==> src/rtl/idf_pkg.sv <==
package idf_pkg;
    typedef enum logic [1:0] {
        ST_HUNT,
        ST_HDR,
        ST_BODY
    } seq_state_t;

    typedef struct packed {
        logic       v;
        logic       drop;
        logic       soc;
        logic [7:0] data;
    } lane_t;

    localparam logic [7:0] ADDR_CFG  = 8'h4C;
    localparam logic [7:0] ADDR_PAT0 = 8'h50;
    localparam int         DISC_BIT  = 4;
endpackage

==> src/rtl/idf_regs.sv <==
module idf_regs
    import idf_pkg::*;
#(
    parameter int HDR_BYTES = 4
) (
    input  logic                      clk,
    input  logic                      rst_n,
    input  logic                      reg_we,
    input  logic [7:0]                reg_addr,
    input  logic [7:0]                reg_wdata,
    input  logic                      load,
    output logic [7:0]                reg_rdata,
    output logic [HDR_BYTES-1:0][7:0] eff_pat,
    output logic [HDR_BYTES-1:0][7:0] eff_msk,
    output logic                      eff_disc
);
    logic [6:0]                cfg_q;
    logic [HDR_BYTES-1:0][7:0] pat_q, msk_q, act_pat, act_msk;
    logic                      act_disc;
    logic [HDR_BYTES-1:0]      pat_hit, msk_hit;
    logic                      cfg_hit;

    assign cfg_hit = reg_we && (reg_addr == ADDR_CFG);

    for (genvar g = 0; g < HDR_BYTES; g++) begin : g_dec
        assign pat_hit[g] = reg_we && (reg_addr == ADDR_PAT0 + 8'(g));
        assign msk_hit[g] = reg_we && (reg_addr == ADDR_PAT0 + 8'(HDR_BYTES) + 8'(g));
    end

    // live copies, visible to readback
    always_ff @(posedge clk) begin
        if (!rst_n) begin
            cfg_q <= '0;
            pat_q <= '0;
            msk_q <= '0;
        end else begin
            if (cfg_hit) cfg_q <= reg_wdata[6:0];
            for (int i = 0; i < HDR_BYTES; i++) begin
                if (pat_hit[i]) pat_q[i] <= reg_wdata;
                if (msk_hit[i]) msk_q[i] <= reg_wdata;
            end
        end
    end

    // active copies, refreshed only at a start-of-cell byte
    always_ff @(posedge clk) begin
        if (!rst_n) begin
            act_pat  <= '0;
            act_msk  <= '0;
            act_disc <= 1'b0;
        end else if (load) begin
            act_pat  <= pat_q;
            act_msk  <= msk_q;
            act_disc <= cfg_q[DISC_BIT];
        end
    end

    assign eff_pat  = load ? pat_q : act_pat;
    assign eff_msk  = load ? msk_q : act_msk;
    assign eff_disc = load ? cfg_q[DISC_BIT] : act_disc;

    always_comb begin
        reg_rdata = '0;
        if (reg_addr == ADDR_CFG) reg_rdata = {1'b0, cfg_q};
        for (int i = 0; i < HDR_BYTES; i++) begin
            if (reg_addr == ADDR_PAT0 + 8'(i)) reg_rdata = pat_q[i];
            if (reg_addr == ADDR_PAT0 + 8'(HDR_BYTES) + 8'(i)) reg_rdata = msk_q[i];
        end
    end

    // settings used for a cell stay fixed between start-of-cell bytes
    assert_act_hold_R10: assert property (@(posedge clk) disable iff (!rst_n)
        !load |=> ($stable(act_pat) && $stable(act_msk) && $stable(act_disc)));
endmodule

==> src/rtl/idf_match.sv <==
module idf_match #(
    parameter int HDR_BYTES = 4,
    localparam int IDX_W = $clog2(HDR_BYTES)
) (
    input  logic [7:0]                byte_in,
    input  logic [IDX_W-1:0]          hdr_idx,
    input  logic [HDR_BYTES-1:0][7:0] eff_pat,
    input  logic [HDR_BYTES-1:0][7:0] eff_msk,
    output logic                      byte_ok
);
    logic [7:0] diff;

    assign diff    = (byte_in ^ eff_pat[hdr_idx]) & eff_msk[hdr_idx];
    assign byte_ok = (diff == 8'h00);
endmodule

==> src/rtl/idf_seq.sv <==
module idf_seq
    import idf_pkg::*;
#(
    parameter int CELL_BYTES = 53,
    parameter int HDR_BYTES  = 4,
    parameter int CNT_W      = 16,
    localparam int CW    = $clog2(CELL_BYTES + 1),
    localparam int IDX_W = $clog2(HDR_BYTES)
) (
    input  logic             clk,
    input  logic             rst_n,
    input  logic             in_valid,
    input  logic             in_soc,
    input  logic             byte_ok,
    input  logic             eff_disc,
    output logic             load,
    output logic             in_cell,
    output logic             decide,
    output logic             drop_now,
    output logic [IDX_W-1:0] hdr_idx,
    output logic             idle_match,
    output logic [CNT_W-1:0] discard_count
);
    seq_state_t    state, state_n;
    logic [CW-1:0] cnt_q, cnt_n;
    logic          acc_q, acc_n;

    always_comb begin
        state_n = state;
        cnt_n   = cnt_q;
        acc_n   = acc_q;
        in_cell = 1'b0;
        decide  = 1'b0;
        hdr_idx = cnt_q[IDX_W-1:0];
        load    = in_valid && in_soc;
        if (in_valid) begin
            if (in_soc) begin
                hdr_idx = '0;
                in_cell = 1'b1;
                cnt_n   = CW'(1);
                acc_n   = byte_ok;
                state_n = ST_HDR;
            end else begin
                unique case (state)
                    ST_HUNT: begin
                        state_n = ST_HUNT;
                    end
                    ST_HDR: begin
                        in_cell = 1'b1;
                        cnt_n   = cnt_q + 1'b1;
                        acc_n   = acc_q & byte_ok;
                        if (cnt_q == CW'(HDR_BYTES - 1)) begin
                            decide  = 1'b1;
                            state_n = ST_BODY;
                        end
                    end
                    ST_BODY: begin
                        in_cell = 1'b1;
                        cnt_n   = cnt_q + 1'b1;
                        if (cnt_q == CW'(CELL_BYTES - 1)) state_n = ST_HUNT;
                    end
                    default: state_n = ST_HUNT;
                endcase
            end
        end
        drop_now = acc_n & eff_disc;
    end

    // state register
    always_ff @(posedge clk) begin
        if (!rst_n) begin
            state <= ST_HUNT;
            cnt_q <= '0;
            acc_q <= 1'b0;
        end else begin
            state <= state_n;
            cnt_q <= cnt_n;
            acc_q <= acc_n;
        end
    end

    // outputs
    always_ff @(posedge clk) begin
        if (!rst_n) begin
            idle_match    <= 1'b0;
            discard_count <= '0;
        end else begin
            idle_match <= decide && acc_n;
            if (decide && drop_now && (discard_count != '1))
                discard_count <= discard_count + 1'b1;
        end
    end

    assert_pulse_single_R8: assert property (@(posedge clk) disable iff (!rst_n)
        idle_match |=> !idle_match);

    assert_count_hold_R9: assert property (@(posedge clk) disable iff (!rst_n)
        (discard_count == '1) |=> (discard_count == '1));

    assert_count_cause_R4: assert property (@(posedge clk) disable iff (!rst_n)
        (discard_count != $past(discard_count)) |-> $past(decide && drop_now));
endmodule

==> src/rtl/idf_pipe.sv <==
module idf_pipe
    import idf_pkg::*;
#(
    parameter int HDR_BYTES = 4
) (
    input  logic       clk,
    input  logic       rst_n,
    input  logic       in_valid,
    input  logic       in_soc,
    input  logic [7:0] in_data,
    input  logic       in_cell,
    input  logic       decide,
    input  logic       drop_now,
    output logic       out_valid,
    output logic       out_soc,
    output logic [7:0] out_data
);
    lane_t lane_q [HDR_BYTES];
    lane_t lane_d [HDR_BYTES];
    logic  cur_drop, new_drop;

    assign new_drop = decide ? drop_now : (in_soc ? 1'b0 : cur_drop);

    for (genvar g = 0; g < HDR_BYTES; g++) begin : g_lane
        if (g == 0) begin : g_head
            always_comb begin
                lane_d[g].v    = in_cell;
                lane_d[g].drop = new_drop;
                lane_d[g].soc  = in_soc;
                lane_d[g].data = in_data;
            end
        end else begin : g_body
            always_comb begin
                lane_d[g] = lane_q[g-1];
                if (decide) lane_d[g].drop = drop_now;
            end
        end
    end

    always_ff @(posedge clk) begin
        if (!rst_n) begin
            for (int i = 0; i < HDR_BYTES; i++) lane_q[i] <= '0;
            cur_drop  <= 1'b0;
            out_valid <= 1'b0;
            out_soc   <= 1'b0;
            out_data  <= '0;
        end else begin
            out_valid <= in_valid && lane_q[HDR_BYTES-1].v && !lane_q[HDR_BYTES-1].drop;
            out_soc   <= in_valid && lane_q[HDR_BYTES-1].v && !lane_q[HDR_BYTES-1].drop
                         && lane_q[HDR_BYTES-1].soc;
            out_data  <= lane_q[HDR_BYTES-1].data;
            if (in_valid) begin
                for (int i = 0; i < HDR_BYTES; i++) lane_q[i] <= lane_d[i];
                if (in_soc || decide) cur_drop <= new_drop;
            end
        end
    end

    assert_out_needs_in_R7: assert property (@(posedge clk) disable iff (!rst_n)
        out_valid |-> $past(in_valid));

    assert_soc_marks_byte_R6: assert property (@(posedge clk) disable iff (!rst_n)
        out_soc |-> out_valid);
endmodule

==> src/rtl/idle_cell_filter.sv <==
module idle_cell_filter
    import idf_pkg::*;
#(
    parameter int CELL_BYTES = 53,
    parameter int HDR_BYTES  = 4,
    parameter int CNT_W      = 16
) (
    input  logic             clk,
    input  logic             rst_n,
    input  logic             in_valid,
    input  logic             in_soc,
    input  logic [7:0]       in_data,
    output logic             out_valid,
    output logic             out_soc,
    output logic [7:0]       out_data,
    output logic             idle_match,
    output logic [CNT_W-1:0] discard_count,
    input  logic             reg_we,
    input  logic [7:0]       reg_addr,
    input  logic [7:0]       reg_wdata,
    output logic [7:0]       reg_rdata
);
    localparam int IDX_W = $clog2(HDR_BYTES);

    logic [HDR_BYTES-1:0][7:0] eff_pat, eff_msk;
    logic                      eff_disc, load, in_cell, decide, drop_now, byte_ok;
    logic [IDX_W-1:0]          hdr_idx;

    idf_regs #(.HDR_BYTES(HDR_BYTES)) u_regs (
        .clk      (clk),
        .rst_n    (rst_n),
        .reg_we   (reg_we),
        .reg_addr (reg_addr),
        .reg_wdata(reg_wdata),
        .load     (load),
        .reg_rdata(reg_rdata),
        .eff_pat  (eff_pat),
        .eff_msk  (eff_msk),
        .eff_disc (eff_disc)
    );

    idf_match #(.HDR_BYTES(HDR_BYTES)) u_match (
        .byte_in(in_data),
        .hdr_idx(hdr_idx),
        .eff_pat(eff_pat),
        .eff_msk(eff_msk),
        .byte_ok(byte_ok)
    );

    idf_seq #(
        .CELL_BYTES(CELL_BYTES),
        .HDR_BYTES (HDR_BYTES),
        .CNT_W     (CNT_W)
    ) u_seq (
        .clk          (clk),
        .rst_n        (rst_n),
        .in_valid     (in_valid),
        .in_soc       (in_soc),
        .byte_ok      (byte_ok),
        .eff_disc     (eff_disc),
        .load         (load),
        .in_cell      (in_cell),
        .decide       (decide),
        .drop_now     (drop_now),
        .hdr_idx      (hdr_idx),
        .idle_match   (idle_match),
        .discard_count(discard_count)
    );

    idf_pipe #(.HDR_BYTES(HDR_BYTES)) u_pipe (
        .clk      (clk),
        .rst_n    (rst_n),
        .in_valid (in_valid),
        .in_soc   (in_soc),
        .in_data  (in_data),
        .in_cell  (in_cell),
        .decide   (decide),
        .drop_now (drop_now),
        .out_valid(out_valid),
        .out_soc  (out_soc),
        .out_data (out_data)
    );
endmodule

==> config.mk <==
export PLATFORM = sky130hd
export DESIGN_NAME = idle_cell_filter
export DESIGN_NICKNAME = d
export VERILOG_FILES = /design/src/rtl/idf_pkg.sv /design/src/rtl/idf_regs.sv /design/src/rtl/idf_match.sv /design/src/rtl/idf_seq.sv /design/src/rtl/idf_pipe.sv /design/src/rtl/idle_cell_filter.sv
export SDC_FILE = /design/constraint.sdc
export NUM_CORES = 1
export LEC_CHECK = 0
export BUFFER_PORTS_ARGS = -buffer_cell sky130_fd_sc_hd__buf_2
export CAP_MARGIN = 15
export CELL_PAD_IN_SITES_DETAIL_PLACEMENT = 1
export CELL_PAD_IN_SITES_GLOBAL_PLACEMENT = 2
export CORE_MARGIN = 2
export CORE_UTILIZATION = 39
export CTS_BUF_LIST = sky130_fd_sc_hd__clkbuf_8
export DETAILED_ROUTE_END_ITERATION = 7
export PLACE_DENSITY_LB_ADDON = 0.1
export SETUP_SLACK_MARGIN = 0.15
export SYNTH_ARGS = -nofsm -noshare
export SYNTH_HDL_FRONTEND = slang
export SYNTH_SLANG_ARGS = --single-unit
==> constraint.sdc <==
create_clock -name clk -period 3.2 [get_ports clk]
set_clock_uncertainty 0.1 [all_clocks]
set_input_delay 0.64 -clock clk [delete_from_list [all_inputs] [get_ports clk]]
set_output_delay 0.64 -clock clk [all_outputs]
set_load 0.05 [all_outputs]
# After elaboration in Yosys (flattened, before gate mapping)
# Memories as Yosys holds them, arrays and structs flattened.
# Cells that the tools add are included.
# totals
ff_bits	173
latch_bits	0
ramBits	44
rom_bits	0
inputBits	29
output_inout_bits	35
wordCells	126
mem_count	1
# op_classes
addsub	2
multipliers	0
div_mod_pow	0
order_cmp	1
eq_ne	16
shift	0
n_mux	47
bitwise	8
n_reduce_logical	24
# memory_table
memory	depth	word_bits	read_ports	rd_ports_with_merged_regs	wr	line_no	text
u_pipe.lane_q	4	11	4	0	4	idf_pipe.sv:18	lane_t lane_q [HDR_BYTES];
# op_table
op	count
2-to-1 mux 8 bit	10
== test 8 x 7 -> 1 bit (second input constant)	9
2-to-1 mux 32 bit	2
2-to-1 mux 11 bit	4
binary-select mux 8 bit (select 2 bit)	2
2-to-1 mux 1 bit	20
adder 16 x 1 -> 16 bit (second input constant)	1
logical AND 1 bit	16
!= test 16 bit (second input constant)	1
2-to-1 mux 6 bit	2
2-to-1 mux 2 bit	5
bitwise AND 8 bit	1
zero test 8 bit	1
bitwise XOR 8 bit	1
2-to-1 mux 7 bit	1
adder 6 x 1 -> 6 bit (second input constant)	1
== test 6 x 2 -> 1 bit (second input constant)	1
== test 6 bit (second input constant)	1
!= test 3 x 2 -> 1 bit (second input constant)	2
OR 1 bit	4
case mux 2 bit (2 select lines)	1
AND reduction 2 bit	2
less-than comparator 2 x 3 -> 1 bit (second input constant)	1
AND reduction 3 bit	1
other kinds (7)	8

# Logic depth before layout (Yosys ltp)
# depth
depth_word	14
mapped_depth	11
depth_no_buf	8

# Modules after synthesis
# Synthesis repeated with hierarchy kept, for this count alone.
# unflattened
hier_cells	937
hier_area_um2	9967.1
# by_module_without_submodules
mod	n_inst	cells_per_inst	area_per_inst_um2	seq_area_each_um2
idf_regs	1	593	6187.2	2722.6
idf_pipe	1	128	1985.7	1541.5
idf_seq	1	160	1335.0	520.5
idf_match	1	56	459.2	0.0

# Worst setup path after synthesis
# OpenSTA, ideal clock, no wires.
# synth_path
path_type	input to output
from	input port reg_addr[7]
to	output port reg_rdata[5]
arrival_time_ns	2.830
required_ns	2.460
setup_slack_ns	-0.370
stages	6
path_buffers	1
path_cell_list	nor3b_1 -> nand3b_1 -> nor4_1 -> clkbuf_1 -> a221oi_1 -> nor2_1
# synth_via
elab_chain_len	10
elab_cells_between_ends	18
cone_classes	9 x eq/ne; 9 x mux
# synth_rtl
item	line_no	text
start, declared	idle_cell_filter.sv:19	input logic [7:0] reg_addr,
== test 8 x 7 -> 1 bit	idf_regs.sv:64	if (reg_addr == ADDR_CFG) reg_rdata = {1'b0, cfg_q};
2-to-1 mux 7 bit	idf_regs.sv:64	
2-to-1 mux 8 bit	idf_regs.sv:66	if (reg_addr == ADDR_PAT0 + 8'(i)) reg_rdata = pat_q[i];
2-to-1 mux 8 bit	idf_regs.sv:67	if (reg_addr == ADDR_PAT0 + 8'(HDR_BYTES) + 8'(i)) reg_rdata = msk_q[i];
2-to-1 mux 8 bit	idf_regs.sv:66	
2-to-1 mux 8 bit	idf_regs.sv:67	
2-to-1 mux 8 bit	idf_regs.sv:66	
2-to-1 mux 8 bit	idf_regs.sv:67	
2-to-1 mux 8 bit	idf_regs.sv:66	
2-to-1 mux 8 bit *	idf_regs.sv:67	
end, declared	idle_cell_filter.sv:21	output logic [7:0] reg_rdata
# Mark *: on every way between the ends. The rest lies on a longest branch, timed or not.

# Worst setup path after layout
# layout_path
from	input port reg_addr[7]
to	output port reg_rdata[4]
# The elaborated chain is that of the path after synthesis.

==> impl_summary.log <==
INFO  metric cellInternalPower = 4.19 mW
INFO  metric grt_pass1_vias = between 7000 and 8000
INFO  metric numCtsBuffers = 40
INFO  metric grt_overflow = 0
INFO  metric muxShareOfSynthArea = 0.0843
INFO  metric whs_endpoint = u_pipe.out_valid
INFO  metric grt_setup_unrepaired = yes
INFO  metric p_per_area = 503 nW/um2
INFO  metric maxSlewHeadroom = 0.439
INFO  metric hold_depth = 1
INFO  metric grt.total_usage = 0.217
INFO  metric final_max_slew_violation_count = 0
INFO  metric synth_fp_nets = 1039
INFO  metric max_freq = around 340 MHz
INFO  metric drtAntennaViolNets = 0
INFO  metric setup.reg_to_reg.worst_slack = around 0.30 ns
INFO  metric crit_required = 2.46 ns
INFO  metric finalWirelength = roughly 27000 um
INFO  metric ir_drop = 232 uV
INFO  metric timing.final.setup_violations = 0
INFO  metric r2r_start = u_seq.cnt_q[0]
INFO  metric dieWidth = 158 um
INFO  metric area_contributors_post_synth = dfxtp_1 38%, edfxtp_1 14%, nand2_1 8.6%
INFO  metric grt_antenna_before_repair = 0
INFO  metric hp-class = reg2reg
INFO  metric drt_drc = 0
INFO  metric min_period_over_period = 0.930
INFO  metric grt_max_degree = just over 70
INFO  metric design.die.area = 24900 um2
INFO  metric vias_per_cell = about 5.2
INFO  metric synthDominantCellAreaShare = 0.375
INFO  metric postSynth.topFlopCell = dfxtp_1
INFO  metric initial_core_util = 0.395
INFO  metric drt-pass1-iter-count = 4
INFO  metric post_route_cells_drive_above_1_share = 0.195
INFO  metric clk_path_buf_depth = 3
INFO  metric outcome = finished, final reports clean
INFO  metric dr_total_vias = 7554
INFO  metric syn-mean-instance-area = roughly 9.2 um2
INFO  metric yosys_register_bits = 217
INFO  metric grt_first_pass_wirelength = 41800 um
INFO  metric synth_top_family_by_area = simple AND/OR/NAND/NOR gates
INFO  metric n_antenna_cell = 0
INFO  metric cts-htree-levels = 2
INFO  metric cellLeakagePower = 4.41 nW
INFO  metric timing.max_cap.violations = 0
INFO  metric worstSetupPathType = in2out
INFO  metric synth-seq-area-share = 0.519
INFO  metric hold_violations_final = 0
INFO  metric synth_warnings = 0
INFO  metric max_slew.worst_pin.slew = between 0.8 and 0.9 ns
INFO  metric netlist_instances = 1005
INFO  metric fill_cells = about 2700
INFO  metric synth-compound-area-share = 0.116
INFO  metric crit_arrival = 2.24 ns
INFO  metric total_power = between 5 and 6 mW
INFO  metric worst_setup_path_start_kind = primary input
INFO  metric wl_per_cell = 18.6 um
INFO  metric psw = 1.36 mW
INFO  metric post_synth_instance_area = approximately 9200 um2
INFO  metric die_height = 158 um
INFO  metric placer_congestion = 0.835
INFO  metric netSwitchingFraction = 0.245
INFO  metric p_clk_frac = 0.431
INFO  metric finalCriticalPeriod = 2.98 ns
INFO  metric design.final.nets = ~1100
INFO  metric synthDistinctLibCells = 47
INFO  metric cts_root_buf = clkbuf_8
INFO  metric post-synth-top-count-cell = nand2_1
INFO  metric insertion_delay = between 0.5 and 0.6 ns
INFO  metric row_count = 56
INFO  metric setup-tns-final = 0 ns
INFO  metric first_iteration_detailed_routing_drc_count = 409
INFO  metric combinational_power_share = 0.055
INFO  metric tritoncts = yes
INFO  metric place_hpwl = 18400 um
INFO  metric hold_start = u_pipe.lane_q[3][9]
INFO  metric synth_top_cells_by_count = 212 x nand2_1, 173 x dfxtp_1, 125 x a21oi_1
INFO  metric ys_async_sr_fraction = 0
INFO  metric synthToLayoutAreaGrowth = 19.5%
INFO  metric placeable_core_region = 23300 um2
INFO  metric synth_xor_area_frac = 0.0218
INFO  metric synth_top_area_cell = dfxtp_1
INFO  metric reg2reg_to = u_seq.discard_count[15]
INFO  metric r2r_cells = 10
INFO  metric p_seq_frac = 0.514
INFO  metric path_max_fanout = 16
INFO  metric clock_sink_count = 217
INFO  metric synth_enable_flop_cells = 44
INFO  metric synthSimpleGateAreaFrac = 0.215
INFO  metric port-buffer-count = 63
INFO  metric clk_pin_slew_worst_paths = ~0.060 ns
INFO  metric num_io_pins = 64
INFO  metric crit_path_end_kind = output pin
INFO  metric synth_fa_ha_area_frac = 0.00678
## cells by family (layout without fill, tap and decap cells)
| logic type | after synthesis | after routing |
|---|---|---|
| mux | 57 | 57 |
| fa+ha+maj | 5 | 5 |
| flops | 217 | 217 |
| compound gates | 187 | 187 |
| buf+inv | 86 | 205 |
| xor+xnor | 23 | 23 |
| simple gates | 430 | 430 |
## power by group through the flow
stage               combinational (mW)  sequential [mW]  clock [mW]
floorplan                        0.168             2.92           0
global placement                 0.290             2.91           0
detailed placement               0.291             2.91           0
CTS                              0.293             2.85        2.46
global route                     0.332             2.85        2.60
finish                           0.306             2.85        2.39
## metrics by stage
step / util / worst slack (ns) / instance area (um2) / hold WS [ns] / std cells
6_report: 0.473 / 0.224 / 11000 / 0.325 / 1443
5_1_grt: 0.473 / 0.0846 / 11000 / 0.333 / 1443
4_1_cts: 0.465 / 0.185 / 10800 / 0.304 / 1427
3_5_place_dp: 0.433 / 0.0519 / 10100 / 0.325 / 1359
3_3_place_gp: 0.433 / 0.0424 / 10100 / 0.326 / 1359
2_1_floorplan: - / 0.0483 / 9280 / 0.297 / 1005
## state kept, by name (all words and copies together) (netlist names), 2 cells and up
register / flops
u_seq.cnt_q: 6
u_regs.act_pat: 32
u_seq.state: 2
u_seq.discard_count: 16
u_regs.cfg_q: 7
u_regs.msk_q: 32
u_pipe.lane_q: 44
u_regs.pat_q: 32
u_pipe.out_data: 8
u_regs.act_msk: 32
## how the worst max path moves through the flow
stage / startpoint / end / slack [ns] / depth (start not counted)
CTS: reg_addr[6] / reg_rdata[6] / 0.18 / 10
global placement: reg_addr[7] / reg_rdata[7] / 0.04 / 11
finish: reg_addr[7] / reg_rdata[4] / 0.22 / 10
detailed placement: reg_addr[7] / reg_rdata[7] / 0.05 / 11
floorplan: reg_addr[7] / reg_rdata[5] / 0.05 / 6
global route: reg_addr[7] / reg_rdata[3] / 0.08 / 10
## metal layers
metal  vias up  wire length (um)  GRT usage
li1       3703                 -          -
met1      3687             12500      0.290
met2       130             12900      0.360
met3        34              1060     0.0367
met4         0               438     0.0632
met5         -                 0          0
## final cells by class
class / instances / area [um2] / area share
sequential: 217 / 4780 / 0.434
clock inverter: 23 / 100 / 0.00908
tap: 319 / 399 / 0.0362
inverter: 12 / 47.5 / 0.00431
multi-input combinational: 702 / 4170 / 0.378
clock buffer: 44 / 606 / 0.0549
timing repair buffer: 126 / 918 / 0.0833
## worst max-delay path, cell delays in order
cell	delay, ns
buf_2	0.11
nor3b_4	0.22
nand3b_1	0.21
nor2_1	0.19
buf_4	0.25
nand2_1	0.09
nand3_1	0.07
a221oi_1	0.05
nor2_2	0.15
clkbuf_4	0.25
## cells in the final DEF, fill, tap and decap left out, types with 3 or more instances in the layout
cell / count
buf_12: 8
inv_1: 26
mux4_2: 12
ha_1: 5
a22oi_1: 9
buf_4: 56
and3_1: 41
clkinv_1: 3
mux2_2: 7
o22ai_1: 12
clkinvlp_4: 3
and2_1: 12
buf_2: 54
nor2b_1: 7
nand3_1: 58
mux4_1: 3
dfxtp_1: 173
nor2_2: 6
a21oi_1: 125
xnor2_1: 8
or3_1: 12
clkbuf_8: 44
edfxtp_1: 44
a221oi_1: 6
mux2i_1: 35
xor2_1: 15
nand4_1: 10
clkbuf_4: 6
o21ai_0: 20
nand3b_1: 3
nor2_1: 52
nand2_1: 211
## timing repair
action,in CTS,in global routing
setup buffers,1,16
setup endpoints to repair,6,17
resized for setup,3,14
hold buffers,0,0
pin swaps,2,1
Note: power is estimated with default switching activity, not from simulation.
